File: src/rtl/aead_seq.sv
module aead_seq #(
  parameter int CNT_W   = 16,
  parameter int CADENCE = 14,
  parameter int BLK_W   = 128
) (
  input  logic             clk,
  input  logic             rst_n,
  input  logic             start,
  input  logic             decrypt,
  input  logic [CNT_W-1:0] aad_bytes,
  input  logic [CNT_W-1:0] pay_bytes,
  input  logic             len_done,
  output logic             busy,
  output logic             finish,
  output logic             rd_en,
  output logic             rd_is_aad,
  output logic             dout_valid,
  output logic             len_req,
  output logic [BLK_W-1:0] len_block,
  output logic             op_decrypt,
  output logic             tag_valid
);
  localparam int TICK_W = $clog2(CADENCE);
  localparam int WORD_W = CNT_W - 2;
  localparam int LEN_W  = BLK_W / 2;

  typedef enum logic [1:0] {S_IDLE, S_READ, S_LEN, S_WAIT} st_t;

  st_t               state;
  logic [TICK_W-1:0] tick;
  logic [WORD_W-1:0] aad_left, words_left;
  logic [CNT_W-1:0]  aad_q, pay_q;
  logic              dout_q, tag_q;

  logic [CNT_W:0]    aad_rnd, pay_rnd;
  logic [WORD_W-1:0] aad_w_in, pay_w_in, total_in;

  assign aad_rnd  = {1'b0, aad_bytes} + (CNT_W+1)'(15);
  assign pay_rnd  = {1'b0, pay_bytes} + (CNT_W+1)'(15);
  assign aad_w_in = WORD_W'(aad_rnd >> 4);
  assign pay_w_in = WORD_W'(pay_rnd >> 4);
  assign total_in = aad_w_in + pay_w_in;

  assign busy       = state != S_IDLE;
  assign rd_en      = (state == S_READ) && (tick == '0);
  assign rd_is_aad  = rd_en && (aad_left != '0);
  assign len_req    = state == S_LEN;
  assign finish     = (state == S_WAIT) && len_done;
  assign dout_valid = dout_q;
  assign tag_valid  = tag_q;
  assign len_block  = {LEN_W'({aad_q, 3'b000}), LEN_W'({pay_q, 3'b000})};

  always_ff @(posedge clk or negedge rst_n) begin
    if (!rst_n) begin
      state      <= S_IDLE;
      tick       <= '0;
      aad_left   <= '0;
      words_left <= '0;
      aad_q      <= '0;
      pay_q      <= '0;
      op_decrypt <= 1'b0;
      dout_q     <= 1'b0;
      tag_q      <= 1'b0;
    end else begin
      dout_q <= rd_en && (aad_left == '0);
      tag_q  <= finish;
      case (state)
        S_IDLE: if (start) begin
          aad_q      <= aad_bytes;
          pay_q      <= pay_bytes;
          op_decrypt <= decrypt;
          aad_left   <= aad_w_in;
          words_left <= total_in;
          tick       <= '0;
          state      <= (total_in == '0) ? S_LEN : S_READ;
        end
        S_READ: if (tick == '0) begin
          words_left <= words_left - 1'b1;
          if (aad_left != '0) aad_left <= aad_left - 1'b1;
          tick <= TICK_W'(CADENCE - 1);
          if (words_left == WORD_W'(1)) state <= S_LEN;
        end else begin
          tick <= tick - 1'b1;
        end
        S_LEN:  state <= S_WAIT;
        S_WAIT: if (len_done) state <= S_IDLE;
        default: state <= S_IDLE;
      endcase
    end
  end

  logic [TICK_W:0] gap;
  logic            seen_rd;
  always_ff @(posedge clk or negedge rst_n) begin
    if (!rst_n) begin
      gap     <= '0;
      seen_rd <= 1'b0;
    end else if (start && !busy) begin
      seen_rd <= 1'b0;
      gap     <= '0;
    end else if (rd_en) begin
      seen_rd <= 1'b1;
      gap     <= (TICK_W+1)'(1);
    end else if (gap != '0 && gap != '1) begin
      gap <= gap + 1'b1;
    end
  end

  assert_busy_after_start_R2: assert property (@(posedge clk) disable iff (!rst_n)
    (start && !busy) |=> busy);
  assert_finish_ends_op_R3: assert property (@(posedge clk) disable iff (!rst_n)
    finish |=> (!busy && tag_valid));
  assert_read_cadence_R4: assert property (@(posedge clk) disable iff (!rst_n)
    (rd_en && seen_rd) |-> (gap == (TICK_W+1)'(CADENCE)));
  assert_dout_after_payload_R6: assert property (@(posedge clk) disable iff (!rst_n)
    dout_valid |-> ($past(rd_en) && !$past(rd_is_aad)));
  assert_tag_single_R8: assert property (@(posedge clk) disable iff (!rst_n)
    tag_valid |=> !tag_valid);
  assert_start_ignored_R10: assert property (@(posedge clk) disable iff (!rst_n)
    (busy && start) |=> ($stable(op_decrypt) && $stable(len_block)));
  assert_strobes_exclusive_R7: assert property (@(posedge clk) disable iff (!rst_n)
    $onehot0({rd_en, len_req, finish}));
endmodule

File: config.mk
export PLATFORM = sky130hd
export DESIGN_NAME = aead_seq
export DESIGN_NICKNAME = d
export VERILOG_FILES = /design/src/rtl/aead_seq.sv
export SDC_FILE = /design/constraint.sdc
export NUM_CORES = 1
export LEC_CHECK = 0
export BUFFER_PORTS_ARGS = -buffer_cell sky130_fd_sc_hd__buf_4
export CAP_MARGIN = 40
export CORE_AREA = 2 2 104 106
export DETAILED_ROUTE_END_ITERATION = 8
export DIE_AREA = 0 0 106 108
export GPL_ROUTABILITY_DRIVEN = 0
export GPL_TIMING_DRIVEN = 0
export PLACE_DENSITY_LB_ADDON = 0.08
export SLEW_MARGIN = 20
export SYNTH_ARGS = -nofsm -noshare
export SYNTH_HDL_FRONTEND = slang
export SYNTH_SLANG_ARGS = --single-unit
export TNS_END_PERCENT = 10
File: constraint.sdc
create_clock -name clk -period 2.8 [get_ports clk]
set_input_delay 0.42 -clock clk [delete_from_list [all_inputs] [get_ports clk]]
set_output_delay 0.42 -clock clk [all_outputs]
set_load 0.005 [all_outputs]
==> results of run 1 <==
path summary, 6_finish.rpt:
path	from	end	slack, ps
min in group asynchronous	rst_n	aad_q[4]$_DFFE_PN0P_	520
min reg2reg	pay_q[4]$_DFFE_PN0P_	pay_q[4]$_DFFE_PN0P_	510
min	aad_bytes[2]	aad_q[2]$_DFFE_PN0P_	290
max reg2reg	state[0]$_DFFE_PN0P_	aad_left[5]$_DFFE_PN0P_	-30
max	aad_bytes[0]	state[0]$_DFFE_PN0P_	-410
max in group asynchronous	rst_n	aad_left[8]$_DFFE_PN0P_	1720
flip-flops by register name, indices dropped and copies added, names as in the netlist:
name,cells
aad_q,16
aad_left,14
tick,4
tag_valid,1
op_decrypt,1
words_left,14
pay_q,16
state,2
dout_valid,1
logic make-up after synthesis:
| logic type | Yosys count | share of synthesized area (%) |
|---|---|---|
| simple gates | 151 | 15.2 |
| buf+inv | 138 | 16.8 |
| compound gates | 123 | 15.6 |
| flops | 69 | 32.9 |
| mux | 42 | 8.82 |
| xor+xnor | 32 | 5.34 |
| fa+ha+maj | 22 | 5.39 |
| other cells | 1 | 0.0714 |
per-stage QoR:
stage | total power, mW | util, % | cell area [um2] | worst slack, ps | hold slack [ps]
after floorplan | 3.82 | - | 5670 | -306 | 124
after global placement | 4.76 | 62.6 | 6410 | -857 | 481
after detailed placement | 4.90 | 62.8 | 6430 | -860 | 370
after CTS | 5.85 | 69.5 | 7110 | -194 | 289
after global routing | 6.39 | 70.6 | 7220 | -481 | 292
final | 5.95 | 70.6 | 7220 | -415 | 288
worst max-delay path, stage by stage:
cell and delay [ps]:
sky130_fd_sc_hd__buf_6 90, sky130_fd_sc_hd__or4_4 580, sky130_fd_sc_hd__nor3b_4 200, sky130_fd_sc_hd__and3_4 190, sky130_fd_sc_hd__nand4_1 150, sky130_fd_sc_hd__xnor2_2 120, sky130_fd_sc_hd__ha_4 330, sky130_fd_sc_hd__and4_4 260
sky130_fd_sc_hd__o211ai_1 110, sky130_fd_sc_hd__o221ai_2 250, sky130_fd_sc_hd__xnor2_2 170, sky130_fd_sc_hd__nand4_1 130, sky130_fd_sc_hd__nor4_2 350, sky130_fd_sc_hd__a211oi_1 90
layout by cell type, fill, tap and decap left out, drive strengths merged, types with 19 or more instances in the layout:
| cell type | synthesis | routed |
|---|---|---|
| o21ai | 32 | 32 |
| clkbuf | 13 | 23 |
| mux2 | 34 | 34 |
| nand2 | 39 | 39 |
| a21oi | 26 | 26 |
| nor2 | 19 | 19 |
| nor3 | 22 | 22 |
| dfrtp | 69 | 69 |
| ha | 21 | 21 |
| inv | 27 | 27 |
| buf | 98 | 204 |
| conb | 1 | 96 |
| xnor2 | 20 | 20 |
per-layer routing:
layer	track usage (%)	vias to the layer above	wire length (um)
li1	-	2301	-
met1	29.3	2241	5700
met2	41.5	217	6920
met3	3.92	33	1020
met4	9.77	0	380
met5	0	-	0
layout make-up:
cell class | count | area (um2) | area share (%)
multi-input combinational | 466 | 3440 | 47.7
sequential | 69 | 1730 | 23.9
timing repair buffer | 106 | 822 | 11.4
buffer | 110 | 778 | 10.8
tap | 136 | 170 | 2.36
clock buffer | 12 | 145 | 2.01
inverter | 27 | 101 | 1.40
clock inverter | 2 | 35.0 | 0.485
synthesized netlist by cell type, drive strengths merged, types with 2 or more instances:
| master | instances | share of area (%) |
|---|---|---|
| or4 | 10 | 1.5 |
| nor4 | 4 | 0.48 |
| mux2 | 34 | 7.3 |
| xnor2 | 20 | 3.3 |
| o31ai | 2 | 0.29 |
| dfrtp | 69 | 33 |
| a211oi | 4 | 0.57 |
| nand4 | 6 | 0.72 |
| nor3b | 3 | 0.43 |
| mux2i | 8 | 1.5 |
| nand3b | 2 | 0.29 |
| a22oi | 12 | 1.7 |
| clkbuf | 13 | 0.93 |
| and2 | 2 | 0.24 |
| a221o | 4 | 0.76 |
| a21o | 10 | 1.4 |
| nand2 | 39 | 2.8 |
| o211ai | 4 | 0.57 |
| inv | 27 | 1.9 |
| nor2 | 19 | 1.4 |
| a222oi | 6 | 1.1 |
| a21oi | 26 | 2.5 |
| buf | 98 | 14 |
| o21a | 5 | 0.72 |
| nand3 | 15 | 1.4 |
| nor3 | 22 | 2.3 |
| o22ai | 3 | 0.36 |
| a211o | 2 | 0.33 |
| nor2b | 8 | 0.95 |
| ha | 21 | 5.0 |
| a31oi | 2 | 0.24 |
| and3 | 9 | 1.1 |
| xor2 | 12 | 2.0 |
| o21ai | 32 | 3.1 |
| or3 | 7 | 0.83 |
| o221ai | 3 | 0.50 |
power by group:
part,switching [mW],internal [mW]
sequential,0.399,1.50
clock,0.384,0.426
combinational,1.65,1.59
total,2.43,3.51
timing repair:
item | 4_1_cts | 5_1_grt
hold endpoints to repair | 5 | 0
buffers inserted | 21 | 7
hold buffers | 1 | 0
gates resized for setup | 58 | 16
setup endpoints to repair | 24 | 20
pin swaps | 35 | 19
==> flow_results.xml, run 1 <==
<?xml version="1.0" encoding="UTF-8"?>
<metrics>
  <group name="route">
    <metric name="drtIter0Drc" unit="">273</metric>
    <metric name="drtAntennaViolNets" unit="">0</metric>
    <metric name="dr.pass1.iters" unit="">5</metric>
    <metric name="route.final.wire_length" unit="um">14000</metric>
    <metric name="dr_total_vias" unit="">4792</metric>
    <metric name="vias_per_cell" unit="">5.16</metric>
    <metric name="wl_per_cell" unit="um">15.1</metric>
    <metric name="remaining_drc_errors" unit="">0</metric>
  </group>
  <group name="cells_and_area">
    <metric name="fraction_of_final_layout_cells_sized_beyond_drive_strength_1" unit="%">39.6</metric>
    <metric name="fillers" unit="">762</metric>
    <metric name="n_antenna_cell" unit="">0</metric>
    <metric name="nNetsFinal" unit="">848</metric>
    <metric name="flow.area_growth_from_synthesis" unit="%">37.6</metric>
    <metric name="final-instance-count-excl-fill" unit="">928</metric>
  </group>
  <group name="clocking">
    <metric name="h-tree-depth" unit="">3</metric>
    <metric name="clock_sink_count" unit="">69</metric>
    <metric name="cts.clk_slew.worst_paths" unit="ps">80</metric>
    <metric name="cts_buffer_depth" unit="">2</metric>
    <metric name="cts_buffers" unit="">9</metric>
    <metric name="cts_root_buffer" unit="">sky130_fd_sc_hd__clkbuf_8</metric>
    <metric name="cts_tree" unit="">done</metric>
    <metric name="worst_skew_pair.late_latency" unit="ps">350</metric>
  </group>
  <group name="placement">
    <metric name="hpwlAfterDp" unit="um">9970</metric>
    <metric name="place.detailed.instances" unit="">886</metric>
    <metric name="port_buffers" unit="">76</metric>
  </group>
  <group name="yosys">
    <metric name="synth-seq-area-share" unit="%">32.9</metric>
    <metric name="postSynthRegisterBits" unit="">69</metric>
    <metric name="post_synth_num_cell_types" unit="">56</metric>
    <metric name="postSynthAreaPerCell" unit="um2">9.08</metric>
    <metric name="synth_async_sr_flop_share" unit="%">100</metric>
    <metric name="yosys_warnings" unit="">0</metric>
    <metric name="synth_enable_flop_cells" unit="">0</metric>
    <metric name="dominantRegCellSynth" unit="">sky130_fd_sc_hd__dfrtp_1</metric>
    <metric name="gate_count_after_technology_mapping" unit="">578</metric>
    <metric name="post_syn_area" unit="um2">5250</metric>
  </group>
  <group name="worst_hold_path">
    <metric name="worst_hold_path_type" unit="">input port to flop</metric>
    <metric name="min_path_cells" unit="">2</metric>
  </group>
  <group name="critical_path">
    <metric name="worst_setup_path_end_kind" unit="">flop</metric>
    <metric name="setup.worst_path.class" unit="">input port to flop</metric>
    <metric name="worst-endpoint-required" unit="ps">3020</metric>
    <metric name="timing.critical_path.arrival" unit="ps">3440</metric>
    <metric name="worst-path-max-fanout" unit="">7</metric>
    <metric name="critical_path.startpoint_type" unit="">input port</metric>
    <metric name="reg2regPathDepth" unit="">11</metric>
  </group>
  <group name="run">
    <metric name="max-cap-violations" unit="">0</metric>
  </group>
  <group name="sta">
    <metric name="relSlewSlack" unit="%">60.5</metric>
    <metric name="report.final.hold_viol_count" unit="">0</metric>
    <metric name="tightestPinTransition" unit="ps">593</metric>
    <metric name="final.min_clock_period" unit="ps">3210</metric>
    <metric name="drv_slew" unit="">0</metric>
    <metric name="post-route-period-util" unit="%">115</metric>
    <metric name="report.final.setup_viol" unit="">9</metric>
    <metric name="max_freq" unit="GHz">0.311</metric>
    <metric name="rsz_0062_raised_after_global_routing" unit="">true</metric>
    <metric name="fin_setup_tns" unit="ps">-1580</metric>
    <metric name="clock_tree_skew_after_final_layout" unit="ps">9.11</metric>
    <metric name="fin_ws" unit="ps">-415</metric>
  </group>
  <group name="floorplanning">
    <metric name="placementRows" unit="">37</metric>
    <metric name="die_h" unit="um">108</metric>
    <metric name="start_util" unit="%">51.3</metric>
    <metric name="die_area" unit="um2">11400</metric>
    <metric name="core_area" unit="um2">10200</metric>
    <metric name="io-pin-count" unit="">173</metric>
    <metric name="floorplan.die.width" unit="um">106</metric>
  </group>
  <group name="global_routing">
    <metric name="initial_antenna_violation_count" unit="">0</metric>
    <metric name="grt_overflow_total" unit="">0</metric>
    <metric name="number_of_global_route_vias_before_repair" unit="">4490</metric>
    <metric name="grt.total_usage" unit="%">23.7</metric>
    <metric name="grt_pass1_wl" unit="um">21600</metric>
    <metric name="grt_max_degree" unit="">41</metric>
  </group>
  <group name="run_status">
    <metric name="status" unit="">finished, violations left</metric>
    <metric name="violated_checks" unit="">setup timing</metric>
  </group>
  <group name="power_and_ir_drop">
    <metric name="peakVddDrop" unit="mV">0.493</metric>
    <metric name="cellPowerDensity" unit="nW/um2">823</metric>
    <metric name="leak_pwr" unit="nW">3.54</metric>
  </group>
</metrics>
(Power assumes the default switching activity.)
==> run 2: changes to the inputs <==
--- a/config.mk
+++ b/config.mk
@@ -5,14 +5,15 @@
 export SDC_FILE = /design/constraint.sdc
 export NUM_CORES = 1
 export LEC_CHECK = 0
+export ABC_AREA = 1
 export BUFFER_PORTS_ARGS = -buffer_cell sky130_fd_sc_hd__buf_4
-export CAP_MARGIN = 40
-export CORE_AREA = 2 2 104 106
+export CORE_AREA = 2 2 106 108
 export DETAILED_ROUTE_END_ITERATION = 8
-export DIE_AREA = 0 0 106 108
+export DIE_AREA = 0 0 108 110
 export GPL_ROUTABILITY_DRIVEN = 0
 export GPL_TIMING_DRIVEN = 0
 export PLACE_DENSITY_LB_ADDON = 0.08
+export SKIP_CTS_REPAIR_TIMING = 1
 export SLEW_MARGIN = 20
 export SYNTH_ARGS = -nofsm -noshare
 export SYNTH_HDL_FRONTEND = slang
==> flow_results.xml, run 2 <==
<?xml version="1.0" encoding="UTF-8"?>
<metrics>
  <group name="yosys">
    <metric name="dominantRegCellSynth" unit="">sky130_fd_sc_hd__dfrtp_1</metric>
    <metric name="synth_enable_flop_cells" unit="">0</metric>
    <metric name="post_synth_num_cell_types" unit="">40</metric>
    <metric name="synth_commonest_cells" unit="">182 x sky130_fd_sc_hd__nand2_1, 99 x sky130_fd_sc_hd__inv_1, 97 x sky130_fd_sc_hd__buf_4, 77 x sky130_fd_sc_hd__nor2_1, 69 x sky130_fd_sc_hd__dfrtp_1</metric>
    <metric name="synth_top_area_share" unit="%">31.7</metric>
    <metric name="gate_count_after_technology_mapping" unit="">775</metric>
    <metric name="synth.area.top_cells" unit="">sky130_fd_sc_hd__dfrtp_1 32%, sky130_fd_sc_hd__buf_4 13%, sky130_fd_sc_hd__nand2_1 13%</metric>
    <metric name="postSynthAreaPerCell" unit="um2">7.02</metric>
    <metric name="postSynthRegisterBits" unit="">69</metric>
    <metric name="synth.largest_area_cell" unit="">sky130_fd_sc_hd__dfrtp_1</metric>
    <metric name="yosys_warnings" unit="">0</metric>
    <metric name="post_syn_area" unit="um2">5440</metric>
    <metric name="synth-seq-area-share" unit="%">31.7</metric>
    <metric name="synth_async_sr_flop_share" unit="%">100</metric>
    <metric name="synth.most_common_cell" unit="">sky130_fd_sc_hd__nand2_1</metric>
  </group>
  <group name="critical_path">
    <metric name="setup.worst_path.class" unit="">input port to flop</metric>
    <metric name="crit_path_max_incr_delay" unit="ps">390</metric>
    <metric name="worst_setup_path_startpoint" unit="">pay_bytes[1]</metric>
    <metric name="path_delay_family" unit="">simple AND/OR/NAND/NOR gates</metric>
    <metric name="timing.critical_path.arrival" unit="ps">3010</metric>
    <metric name="worst-endpoint-required" unit="ps">3060</metric>
    <metric name="critical_path.cell_chain" unit="">buf_6 -&gt; inv_4 -&gt; nand2_4 -&gt; nor2_4 -&gt; nor2_4 -&gt; nand4_1 -&gt; nor2_2 -&gt; nand2_2 -&gt; nor2_4 -&gt; nand4_1 -&gt; xor2_1 -&gt; ha_2 -&gt; nand2_2 -&gt; nor2_2 -&gt; nand2_1 -&gt; a31oi_1 -&gt; nor2_2 -&gt; nand2_1 -&gt; nor2_2 -&gt; nand3_2 -&gt; nand2_2 -&gt; nand2_1 -&gt; nand2_1</metric>
    <metric name="cp.buffers_inverters" unit="">2</metric>
    <metric name="regToRegStartpoint" unit="">state[0]$_DFFE_PN0P_</metric>
    <metric name="worst-path-max-fanout" unit="">5</metric>
    <metric name="cp.depth" unit="">23</metric>
    <metric name="crit_end" unit="">state[1]$_DFFE_PN0P_</metric>
    <metric name="reg2regPathDepth" unit="">12</metric>
    <metric name="r2r_end" unit="">aad_left[0]$_DFFE_PN0P_</metric>
    <metric name="crit_path_top_delay_cell" unit="">sky130_fd_sc_hd__ha_2</metric>
    <metric name="worst_setup_path_end_kind" unit="">flop</metric>
    <metric name="r2r_setup_slack" unit="ps">510</metric>
    <metric name="critical_path.startpoint_type" unit="">input port</metric>
  </group>
  <group name="placement">
    <metric name="port_buffers" unit="">76</metric>
    <metric name="hpwlAfterDp" unit="um">10200</metric>
    <metric name="pre_cts_slack" unit="ps">-554</metric>
    <metric name="placement.cell_area" unit="um2">6550</metric>
    <metric name="place.detailed.instances" unit="">1086</metric>
  </group>
  <group name="sta">
    <metric name="rsz_0062_raised_after_global_routing" unit="">true</metric>
    <metric name="final.min_clock_period" unit="ps">2750</metric>
    <metric name="fin_ws" unit="ps">47.4</metric>
    <metric name="clock_tree_skew_after_final_layout" unit="ps">3.16</metric>
    <metric name="post-route-period-util" unit="%">98.3</metric>
    <metric name="report.final.hold_viol_count" unit="">0</metric>
    <metric name="relSlewSlack" unit="%">39.5</metric>
    <metric name="max_freq" unit="GHz">0.363</metric>
    <metric name="timing.hold.ws" unit="ps">176</metric>
    <metric name="report.final.setup_viol" unit="">0</metric>
    <metric name="drv_slew" unit="">0</metric>
    <metric name="fin_setup_tns" unit="ps">0</metric>
    <metric name="tightestPinTransition" unit="ps">907</metric>
  </group>
  <group name="cells_and_area">
    <metric name="postLayoutCoreUtil" unit="%">66.7</metric>
    <metric name="mostFrequentLayoutCells" unit="">175 x sky130_fd_sc_hd__buf_4, 166 x sky130_fd_sc_hd__nand2_1, 96 x sky130_fd_sc_hd__conb_1</metric>
    <metric name="postLayoutCellArea" unit="um2">7130</metric>
    <metric name="flow.area_growth_from_synthesis" unit="%">31.1</metric>
    <metric name="largest_registers" unit="">aad_q x16, pay_q x16</metric>
    <metric name="fraction_of_final_layout_cells_sized_beyond_drive_strength_1" unit="%">29.7</metric>
    <metric name="nNetsFinal" unit="">1023</metric>
    <metric name="n_antenna_cell" unit="">0</metric>
    <metric name="mostFrequentLayoutCell" unit="">sky130_fd_sc_hd__buf_4</metric>
    <metric name="final-instance-count-excl-fill" unit="">1109</metric>
  </group>
  <group name="power_and_ir_drop">
    <metric name="combinational_share_of_power" unit="%">26.2</metric>
    <metric name="total_power" unit="mW">2.46</metric>
    <metric name="leak_pwr" unit="nW">3.95</metric>
    <metric name="internal_power" unit="mW">1.64</metric>
    <metric name="peakVddDrop" unit="mV">0.188</metric>
    <metric name="pwr-share-seq" unit="%">43.7</metric>
    <metric name="share_clk_of_total_power" unit="%">30.1</metric>
    <metric name="cellPowerDensity" unit="nW/um2">344</metric>
    <metric name="switching_share" unit="%">33.2</metric>
    <metric name="switchingPower" unit="uW">815</metric>
  </group>
  <group name="route">
    <metric name="vias_per_cell" unit="">4.70</metric>
    <metric name="remaining_drc_errors" unit="">0</metric>
    <metric name="dr_total_vias" unit="">5209</metric>
    <metric name="route.final.wire_length" unit="um">14000</metric>
    <metric name="drtIter0Drc" unit="">265</metric>
    <metric name="drtAntennaViolNets" unit="">0</metric>
    <metric name="dr.pass1.iters" unit="">5</metric>
    <metric name="wl_per_cell" unit="um">12.6</metric>
  </group>
  <group name="run_status">
    <metric name="status" unit="">complete, no violations</metric>
  </group>
  <group name="clocking">
    <metric name="cts_buffer_depth" unit="">2</metric>
    <metric name="cts_tree" unit="">done</metric>
    <metric name="cts_buffers" unit="">9</metric>
    <metric name="worst_skew_pair.late_latency" unit="ps">370</metric>
    <metric name="clock_sink_count" unit="">69</metric>
    <metric name="h-tree-depth" unit="">3</metric>
    <metric name="cts_root_buffer" unit="">sky130_fd_sc_hd__clkbuf_8</metric>
    <metric name="cts.clk_slew.worst_paths" unit="ps">80</metric>
  </group>
  <group name="floorplanning">
    <metric name="placementRows" unit="">38</metric>
    <metric name="floorplan.die.width" unit="um">108</metric>
    <metric name="io-pin-count" unit="">173</metric>
    <metric name="die_area" unit="um2">11900</metric>
    <metric name="core_area" unit="um2">10700</metric>
    <metric name="start_util" unit="%">50.9</metric>
    <metric name="die_h" unit="um">110</metric>
  </group>
  <group name="global_routing">
    <metric name="initial_antenna_violation_count" unit="">0</metric>
    <metric name="grt.total_usage" unit="%">23.0</metric>
    <metric name="number_of_global_route_vias_before_repair" unit="">4567</metric>
    <metric name="grt_max_degree" unit="">70</metric>
    <metric name="grt_pass1_wl" unit="um">21300</metric>
    <metric name="grt_overflow_total" unit="">0</metric>
  </group>
  <group name="run">
    <metric name="max-cap-violations" unit="">0</metric>
  </group>
  <group name="worst_hold_path">
    <metric name="worst_hold_path_type" unit="">input port to asynchronous set/reset pin</metric>
  </group>
</metrics>
[run 2: final cells by class]
class | instances | area (um2)
Inverter | 103 | 394
Clock inverter | 7 | 42.5
Fill cell | 965 | 3560
Tap cell | 140 | 175
Timing Repair Buffer | 83 | 642
Buffer | 113 | 797
Clock buffer | 9 | 124
Sequential cell | 69 | 1730
Multi-Input combinational cell | 585 | 3230
[run 2: worst register-to-register path, cell delays in order, from the launching register on]
cell and delay, ps:
sky130_fd_sc_hd__dfrtp_1 410, sky130_fd_sc_hd__inv_1 110, sky130_fd_sc_hd__ha_1 270, sky130_fd_sc_hd__nand2_1 190, sky130_fd_sc_hd__o21ai_2 160, sky130_fd_sc_hd__inv_2 120
sky130_fd_sc_hd__nor2_4 170, sky130_fd_sc_hd__inv_2 110, sky130_fd_sc_hd__a21oi_2 150, sky130_fd_sc_hd__buf_4 210, sky130_fd_sc_hd__buf_6 160, sky130_fd_sc_hd__nand2_1 50
sky130_fd_sc_hd__o21ai_0 80
[run 2: worst min-delay path by stage]
| stage | to | slack, ps | depth (start not counted) |
|---|---|---|---|
| 2_1_floorplan | aad_left[0]$_DFFE_PN0P_ | 120 | 0 |
| 3_3_place_gp | pay_q[7]$_DFFE_PN0P_ | 470 | 2 |
| 3_5_place_dp | words_left[10]$_DFFE_PN0P_ | 470 | 2 |
| 4_1_cts | aad_q[4]$_DFFE_PN0P_ | 210 | 1 |
| 5_1_grt | aad_q[9]$_DFFE_PN0P_ | 260 | 1 |
| 6_report | pay_q[1]$_DFFE_PN0P_ | 180 | 1 |
[run 2: cells by family (layout without fill, tap and decap cells)]
group           count (synthesis)  in the layout  synth area share (%)
xor+xnor                       20             20                  3.22
mux                            10             10                  2.07
buf+inv                       216            315                  21.7
fa+ha+maj                      22             22                  5.20
flops                          69             69                  31.7
other cells                     1             96                0.0689
simple gates                  327            327                  25.0
compound gates                110            110                  10.9
[run 2: layer usage]
layer	global-route usage, %	part of all wire (%)
met3	3.53	7.2
met1	29.9	43
met5	0	0
met2	39.1	47
met4	8.06	2.2
[run 2: power groups by stage]
stage	clock network [mW]	logic, mW	registers [mW]
4_1_cts	0.742	0.549	1.07
6_report	0.738	0.643	1.07
3_3_place_gp	0	0.541	1.09
5_1_grt	0.781	0.731	1.08
2_1_floorplan	0	0.411	1.08
3_5_place_dp	0	0.547	1.09
==> run 3: changes to the inputs <==
==> constraint.sdc (replaced) <==
create_clock -name clk -period 2.8 [get_ports clk]
set_input_delay 0.7 -clock clk [delete_from_list [all_inputs] [get_ports clk]]
set_output_delay 0.7 -clock clk [all_outputs]
set_load 0.005 [all_outputs]
==> flow_results.xml, run 3 (synthesis gave the netlist of run 2 again) <==
<?xml version="1.0" encoding="UTF-8"?>
<metrics>
  <group name="run_status">
    <metric name="status" unit="">finished, violations left</metric>
    <metric name="violated_checks" unit="">setup timing</metric>
  </group>
  <group name="placement">
    <metric name="pre_cts_slack" unit="ps">-843</metric>
    <metric name="port_buffers" unit="">76</metric>
    <metric name="place.detailed.instances" unit="">1086</metric>
    <metric name="hpwlAfterDp" unit="um">10300</metric>
  </group>
  <group name="critical_path">
    <metric name="r2r_end" unit="">aad_left[10]$_DFFE_PN0P_</metric>
    <metric name="worst_setup_path_startpoint" unit="">pay_bytes[1]</metric>
    <metric name="crit_path_top_delay_cell" unit="">sky130_fd_sc_hd__ha_2</metric>
    <metric name="path_delay_family" unit="">simple AND/OR/NAND/NOR gates</metric>
    <metric name="timing.critical_path.arrival" unit="ps">3320</metric>
    <metric name="setup.worst_path.class" unit="">input port to flop</metric>
    <metric name="cp.depth" unit="">21</metric>
    <metric name="crit_end" unit="">state[0]$_DFFE_PN0P_</metric>
    <metric name="reg2regPathDepth" unit="">11</metric>
    <metric name="worst_setup_path_end_kind" unit="">flop</metric>
    <metric name="worst-path-max-fanout" unit="">5</metric>
    <metric name="crit_path_max_incr_delay" unit="ps">410</metric>
    <metric name="cp.buffers_inverters" unit="">2</metric>
    <metric name="r2r_setup_slack" unit="ps">540</metric>
    <metric name="critical_path.cell_chain" unit="">buf_6 -&gt; inv_4 -&gt; nand2_4 -&gt; nor2_4 -&gt; nor2_4 -&gt; nand4_1 -&gt; nor2_2 -&gt; nand2_2 -&gt; nor2_4 -&gt; nand4_1 -&gt; xor2_1 -&gt; ha_2 -&gt; nand2_1 -&gt; nor2_2 -&gt; nand3_1 -&gt; nand4_1 -&gt; nand2_2 -&gt; nor2_2 -&gt; nand3_2 -&gt; nand2_2 -&gt; a21oi_1</metric>
    <metric name="critical_path.startpoint_type" unit="">input port</metric>
    <metric name="regToRegStartpoint" unit="">state[0]$_DFFE_PN0P_</metric>
    <metric name="worst-endpoint-required" unit="ps">3040</metric>
  </group>
  <group name="floorplanning">
    <metric name="die_h" unit="um">110</metric>
    <metric name="io-pin-count" unit="">173</metric>
    <metric name="core_area" unit="um2">10700</metric>
    <metric name="start_util" unit="%">50.9</metric>
    <metric name="die_area" unit="um2">11900</metric>
    <metric name="placementRows" unit="">38</metric>
    <metric name="floorplan.die.width" unit="um">108</metric>
  </group>
  <group name="clocking">
    <metric name="cts.clk_slew.worst_paths" unit="ps">80</metric>
    <metric name="h-tree-depth" unit="">3</metric>
    <metric name="cts_buffer_depth" unit="">2</metric>
    <metric name="cts_root_buffer" unit="">sky130_fd_sc_hd__clkbuf_8</metric>
    <metric name="cts_tree" unit="">done</metric>
    <metric name="worst_skew_pair.late_latency" unit="ps">360</metric>
    <metric name="cts_buffers" unit="">9</metric>
    <metric name="clock_sink_count" unit="">69</metric>
  </group>
  <group name="sta">
    <metric name="max_freq" unit="GHz">0.325</metric>
    <metric name="report.final.hold_viol_count" unit="">0</metric>
    <metric name="report.final.setup_viol" unit="">5</metric>
    <metric name="clock_tree_skew_after_final_layout" unit="ps">9.82</metric>
    <metric name="post-route-period-util" unit="%">110</metric>
    <metric name="tightestPinTransition" unit="ps">889</metric>
    <metric name="fin_ws" unit="ps">-272</metric>
    <metric name="rsz_0062_raised_after_global_routing" unit="">true</metric>
    <metric name="relSlewSlack" unit="%">40.7</metric>
    <metric name="final.min_clock_period" unit="ps">3070</metric>
    <metric name="drv_slew" unit="">0</metric>
  </group>
  <group name="cells_and_area">
    <metric name="mostFrequentLayoutCells" unit="">179 x sky130_fd_sc_hd__buf_4, 163 x sky130_fd_sc_hd__nand2_1, 96 x sky130_fd_sc_hd__conb_1</metric>
    <metric name="flow.area_growth_from_synthesis" unit="%">34.7</metric>
    <metric name="final-instance-count-excl-fill" unit="">1113</metric>
    <metric name="n_antenna_cell" unit="">0</metric>
    <metric name="fillers" unit="">960</metric>
    <metric name="mostFrequentLayoutCell" unit="">sky130_fd_sc_hd__buf_4</metric>
    <metric name="fraction_of_final_layout_cells_sized_beyond_drive_strength_1" unit="%">30.5</metric>
    <metric name="largest_registers" unit="">aad_q x16, pay_q x16</metric>
    <metric name="nNetsFinal" unit="">1027</metric>
  </group>
  <group name="route">
    <metric name="dr.pass1.iters" unit="">5</metric>
    <metric name="wl_met3" unit="um">970</metric>
    <metric name="remaining_drc_errors" unit="">0</metric>
    <metric name="met2RoutedLength" unit="um">6850</metric>
    <metric name="route.final.wire_length" unit="um">14300</metric>
    <metric name="met1_length" unit="um">6110</metric>
    <metric name="vias_per_cell" unit="">4.75</metric>
    <metric name="wl_per_cell" unit="um">12.8</metric>
    <metric name="drtIter0Drc" unit="">303</metric>
    <metric name="drtAntennaViolNets" unit="">0</metric>
    <metric name="top_layer" unit="">met4</metric>
    <metric name="dr_total_vias" unit="">5282</metric>
  </group>
  <group name="global_routing">
    <metric name="grt.total_usage" unit="%">23.3</metric>
    <metric name="initial_antenna_violation_count" unit="">0</metric>
    <metric name="grt_pass1_wl" unit="um">21700</metric>
    <metric name="number_of_global_route_vias_before_repair" unit="">4631</metric>
    <metric name="grt_max_degree" unit="">70</metric>
    <metric name="grt_overflow_total" unit="">0</metric>
  </group>
  <group name="power_and_ir_drop">
    <metric name="pwr-share-seq" unit="%">38.2</metric>
    <metric name="combinational_share_of_power" unit="%">23.8</metric>
    <metric name="switchingPower" unit="uW">830</metric>
    <metric name="cellPowerDensity" unit="nW/um2">384</metric>
    <metric name="internal_power" unit="mW">1.98</metric>
    <metric name="peakVddDrop" unit="mV">0.296</metric>
    <metric name="switching_share" unit="%">29.5</metric>
    <metric name="leak_pwr" unit="nW">4.03</metric>
    <metric name="share_clk_of_total_power" unit="%">38.0</metric>
  </group>
  <group name="worst_hold_path">
    <metric name="worst_hold_path_type" unit="">input port to asynchronous set/reset pin</metric>
  </group>
  <group name="run">
    <metric name="max-cap-violations" unit="">0</metric>
  </group>
</metrics>
-- run 3: metal layers --
layer  vias to the layer above  track usage [%]
li1                       2651                -
met1                      2424             29.9
met2                       183             40.7
met3                        24             3.12
met4                         0             7.97
met5                         -                0
-- run 3: metrics by stage --
stage | utilization, % | power (mW) | TNS, ps | area, um2 | hold WS, ps
2_1_floorplan | - | 1.49 | -667 | 5800 | 404
3_3_place_gp | 61.2 | 1.63 | -5860 | 6550 | 468
3_5_place_dp | 61.2 | 1.64 | -6160 | 6550 | 465
4_1_cts | 63.6 | 2.69 | -2270 | 6800 | 488
5_1_grt | 68.5 | 2.95 | -1960 | 7330 | 501
6_report | 68.5 | 2.81 | -891 | 7330 | 458
-- run 3: how the worst min path moves through the flow --
stage | from | end | slack, ps
2_1_floorplan | rst_n | aad_left[0]$_DFFE_PN0P_ | 400
3_3_place_gp | pay_q[7]$_DFFE_PN0P_ | pay_q[7]$_DFFE_PN0P_ | 470
4_1_cts | words_left[10]$_DFFE_PN0P_ | words_left[10]$_DFFE_PN0P_ | 490
3_5_place_dp | words_left[10]$_DFFE_PN0P_ | words_left[10]$_DFFE_PN0P_ | 460
5_1_grt | words_left[10]$_DFFE_PN0P_ | words_left[10]$_DFFE_PN0P_ | 500
6_report | rst_n | pay_q[1]$_DFFE_PN0P_ | 460
-- run 3: power groups by stage --
stage | registers, mW | clock network, mW | logic (mW)
2_1_floorplan | 1.08 | 0 | 0.411
3_3_place_gp | 1.09 | 0 | 0.541
3_5_place_dp | 1.09 | 0 | 0.546
4_1_cts | 1.07 | 1.07 | 0.549
5_1_grt | 1.08 | 1.11 | 0.756
6_report | 1.07 | 1.07 | 0.668
-- run 3: final cells by class --
type                    count  area (um2)  area share (%)
repair buffers             87         672            9.16
inverters                 103         394            5.38
clock buffers              11         151            2.06
multi-input cells         585        3310            45.1
flip-flops and latches     69        1730            23.5
clock inverters             5         106            1.45
plain buffers             113         798            10.9
well taps                 140         175            2.39
